File: config.mk
export PLATFORM = sky130hd
export DESIGN_NAME = liveness_monitor
export DESIGN_NICKNAME = d
export VERILOG_FILES = /design/src/rtl/liveness_monitor.sv
export SDC_FILE = /design/constraint.sdc
export NUM_CORES = 1
export LEC_CHECK = 0
export CORE_ASPECT_RATIO = 1.4
export CORE_MARGIN = 4
export CORE_UTILIZATION = 55
export CTS_CLUSTER_DIAMETER = 50
export DETAILED_ROUTE_END_ITERATION = 7
export PLACE_DENSITY = 0.78
export SLEW_MARGIN = 20
export SYNTH_ARGS = -nofsm -noshare
export SYNTH_HDL_FRONTEND = slang
export SYNTH_SLANG_ARGS = --single-unit
File: constraint.sdc
create_clock -name clk -period 5.2 [get_ports clk]
set_input_delay 1.56 -clock clk [delete_from_list [all_inputs] [get_ports clk]]
set_output_delay 1.56 -clock clk [all_outputs]
set_load 0.005 [all_outputs]
File: src/rtl/liveness_monitor.sv
module liveness_monitor #(
  parameter int NB = 6,
  parameter int CW = 32,
  localparam int W  = NB + 2,
  localparam int AW = $clog2(NB + 2)
) (
  input  logic              clk,
  input  logic              rst_n,
  input  logic [CW-1:0]     period_i,
  input  logic              host_kick_i,
  input  logic              if_ok_i,
  input  logic [NB-1:0]     rx_valid_i,
  input  logic [NB*W-1:0]   rx_word_i,
  output logic              tx_valid_o,
  output logic [W-1:0]      tx_word_o,
  output logic              change_o,
  input  logic [AW-1:0]     rd_addr_i,
  output logic [W-1:0]      rd_data_o
);

  wire          en   = period_i != '0;
  wire [CW-1:0] last = period_i - 1'b1;

  logic          host_ok, if_q;
  logic [CW-1:0] hcnt, bcnt;
  logic [NB-1:0] nb_ok;
  logic [W-1:0]  nbw [NB];
  logic [W-1:0]  stat, stat_q;

  always_ff @(posedge clk) begin
    if (!rst_n) begin
      hcnt    <= '0;
      host_ok <= 1'b1;
    end else if (host_kick_i) begin
      hcnt    <= '0;
      host_ok <= 1'b1;
    end else if (!en) begin
      hcnt <= '0;
    end else if (host_ok) begin
      if (hcnt == last) host_ok <= 1'b0;
      else              hcnt    <= hcnt + 1'b1;
    end
  end

  for (genvar k = 0; k < NB; k++) begin : g_nb
    logic [CW-1:0] cnt;
    logic          ok;
    logic [W-1:0]  word;
    always_ff @(posedge clk) begin
      if (!rst_n) begin
        cnt  <= '0;
        ok   <= 1'b1;
        word <= '0;
      end else if (rx_valid_i[k]) begin
        cnt  <= '0;
        ok   <= 1'b1;
        word <= rx_word_i[k*W +: W];
      end else if (!en) begin
        cnt <= '0;
      end else if (ok) begin
        if (cnt == last) ok  <= 1'b0;
        else             cnt <= cnt + 1'b1;
      end
    end
    assign nb_ok[k] = ok;
    assign nbw[k]   = word;
  end

  wire beat = en && (bcnt == last);

  always_ff @(posedge clk) begin
    if (!rst_n) begin
      bcnt       <= '0;
      if_q       <= 1'b1;
      stat_q     <= '1;
      tx_valid_o <= 1'b0;
      tx_word_o  <= '0;
    end else begin
      bcnt       <= (!en || beat) ? '0 : bcnt + 1'b1;
      if_q       <= if_ok_i;
      stat_q     <= stat;
      tx_valid_o <= beat || change_o;
      tx_word_o  <= stat;
    end
  end

  assign stat     = {nb_ok, if_q, host_ok};
  assign change_o = stat != stat_q;

  always_comb begin
    rd_data_o = '0;
    if (rd_addr_i == '0) rd_data_o = stat;
    for (int k = 0; k < NB; k++)
      if (int'(rd_addr_i) == k + 1) rd_data_o = nbw[k];
  end

endmodule


==> impl_metrics.toml <==
[run_status]
status = "complete, no violations"

[setup_path]
slowest_stage = "clkdlybuf4s50_1"
r2r_start = "g_nb[0].cnt[11]"
cp.required_ns = 3.64
cp_top_family = "buffers and inverters"
r2r_slack_ns = 1.95
end_kind = "output port"
crit_chain = "clkdlybuf4s50_1 -> buf_12 -> nor2b_1 -> buf_4 -> nand2_1 -> o21ai_0 -> buf_4 -> mux2_2 -> clkdlybuf4s50_1"
cp.arrival_ns = 3.56
crit_buf_inv = 5
cp_num_cells = 9
critPathLaunchType = "input pin"
ff2ff_path_depth = 9
max_stage_delay_ns = 0.50
r2r_end = "g_nb[0].cnt[31]"
path_class = "in -> out"
cp_max_fo = 15

[min_path]
holdCritPathClass = "reg -> reg"
min_from = "bcnt[0]"
holdPathEnd = "bcnt[0]"
min_path_cells = 1

[pwr]
cellLeakagePower_nw = 11.05
ir_drop_v = 0.0002904
power_density_mw_per_mm2 = 216.6

[finish]
syn_to_final_growth_pct = 25.57
final_cell_mix = "365 x buf_4, 329 x dfxtp_1, 213 x nand2_1"
drive_gt1_frac = 0.1876
antenna_cells = 0
post-route-util = 0.6989
final_common_cell = "buf_4"
nNetsFinal = 3060

[synthesis]
syn_inst = 2581
yosys_warnings = 0
synthDistinctLibCells = 89
synth_edf_count = 0
synth_area_sq_mm = 0.02242
ys_ff_latch = 329
synth-async-reset-ratio = 0
syn-num-nets = 2683
synth_area_per_cell_sq_um = 8.685
ys_seq_area_frac = 0.2938
ys.flop_type = "dfxtp_1"

[sta]
final_hold_viol_count = 0
fin_crit_ns = 5.121
setup_viol = 0
fin_worst_skew_ns = 0.01466
fmax_mhz = 195.3
max_slew_margin = 0.2929
tightest_slew_ns = 1.057
finalCritPeriodShare = 0.9847
rsz0062_at_grt = "false"
hold_ws_ns = 0.4798
slew_viol_final = 0
setup-tns-final_ns = 0

[floorplanning]
die_h_microns = 246.9
boundaryPins = 111
core_sq_mm = 0.04028
start_util = 0.5566
dieArea_sq_mm = 0.04410
die_w_microns = 178.6
row_count = 87

[drt]
drc_errors = 0
drtIter0Drc = 2238
wl_mm = 92.40
wire_per_inst_microns = 26.26
drtPass1Iterations = 6
antenna_left = 0
viasPerCell = 6.487
vias = 22830

[clocking]
numCtsBuffers = 36
post_cts_buffers = 0
htreeDepth = 2
clockRootBuffer = "clkbuf_16"
cts_hold_buf = 0
numClockSinks = 329
cts_tree = "built"
cts_buffer_depth = 3
cts.clk_slew.worst_paths_ns = 0.06
clock_latency_ns = 0.54

[placement]
io_buffers = 110
gp_congestion = 1.076
dp_hpwl_mm = 72.09

[grt]
antenna_found_initial = 1
grt-ovfl-total = 0
grt_usage = 0.4100
grt_pass1_vias = 22300
grt_first_pass_wirelength_mm = 136.7
grt_max_degree = 67

[flow_run]
maxCapViolCount = 0
## worst max path at each step
| stage | endpoint | startpoint | slack, ns |
|---|---|---|---|
| finish | rd_data_o[1] | rd_addr_i[1] | 0.08 |
| global route | g_nb[5].cnt[12] | period_i[26] | 0.004 |
| CTS | rd_data_o[0] | rd_addr_i[0] | 0.04 |
| detailed placement | g_nb[2].cnt[1] | period_i[23] | -0.69 |
| global placement | g_nb[2].cnt[1] | period_i[23] | -0.66 |
| floorplan | g_nb[4].cnt[11] | period_i[0] | 0.14 |
## routing by layer
layer / global-route usage / vias up / wire length (microns)
met5: 0 / - / 9
met2: 0.6953 / 1242 / 43680
li1: - / 10270 / -
met4: 0.2487 / 2 / 7246
met3: 0.06912 / 328 / 7891
met1: 0.4816 / 10980 / 33570
## flip-flops by register name, indices dropped and copies added, names as in the netlist, 6 cells and up
signal     count
g_nb.ok        6
tx_word_o      8
g_nb.word     48
bcnt          32
g_nb.cnt     192
hcnt          32
stat_q         8
## cell usage after synthesis, types with 71 or more instances
master,count,area [sq um]
xor2_1,76,665.6
nand4_1,78,488.0
xnor3_1,95,2140
nand2_1,213,799.5
o21ai_0,96,480.5
xnor2_1,135,1182
a21oi_1,144,720.7
dfxtp_1,329,6586
nor2_1,153,574.3
mux2i_1,75,750.7
or4_1,95,713.2
clkbuf_1,95,356.6
or3_1,94,588.1
nand3_1,133,665.6
inv_1,71,266.5
## stage by stage
| stage | cells | setup slack, ns | instance area (sq um) | total power (W) |
|---|---|---|---|---|
| floorplan | 2581 | 0.1391 | 22420 | 0.003042 |
| global placement | 3453 | -0.6638 | 26880 | 0.003475 |
| detailed placement | 3453 | -0.6900 | 26880 | 0.003488 |
| CTS | 3518 | 0.03765 | 28090 | 0.006093 |
| global route | 3519 | 0.003665 | 28150 | 0.006246 |
| finish | 3519 | 0.07936 | 28150 | 0.006097 |
## area by class of cell
type | count | area, sq um
multi-input combinational | 2010 | 14880
fill | 3155 | 12130
sequential | 329 | 6586
timing repair buffer | 510 | 4544
clock buffer | 55 | 1062
tap | 534 | 668.1
inverter | 71 | 266.5
clock inverter | 10 | 137.6
## worst register-to-register path: cells and delay by family, from the launching register on
kind,cells,cell delay (ns)
AO/OA/AOI/OAI,1,0.16
flip-flops,1,0.54
AND/OR/NAND/NOR,8,2.49
## what timing repair did
item / in CTS / in global routing
gates resized for setup: 1 / 5
gates cloned: 0 / 1
hold endpoints to repair: 0 / 0
setup endpoints to repair: 34 / 24
## report_power, final
part / leakage, nW / switching [W] / total (W) / internal (W)
combinational: 7.80 / 0.000450 / 0.000884 / 0.000434
sequential: 2.67 / 0.0000268 / 0.00258 / 0.00255
clock: 0.588 / 0.00111 / 0.00263 / 0.00152
total: 11.1 / 0.00158 / 0.00610 / 0.00451
## cell families after synthesis
kind of cell               synth area share
buffers and inverters               0.04499
adders and majority gates          0.005470
AOI/OAI and AO/OA                    0.1415
xor gates and xnor gates             0.1821
and+or+nand+nor                      0.2866
DFF                                  0.2938
muxes                               0.04555
Power figures use the tool's default switching activity.
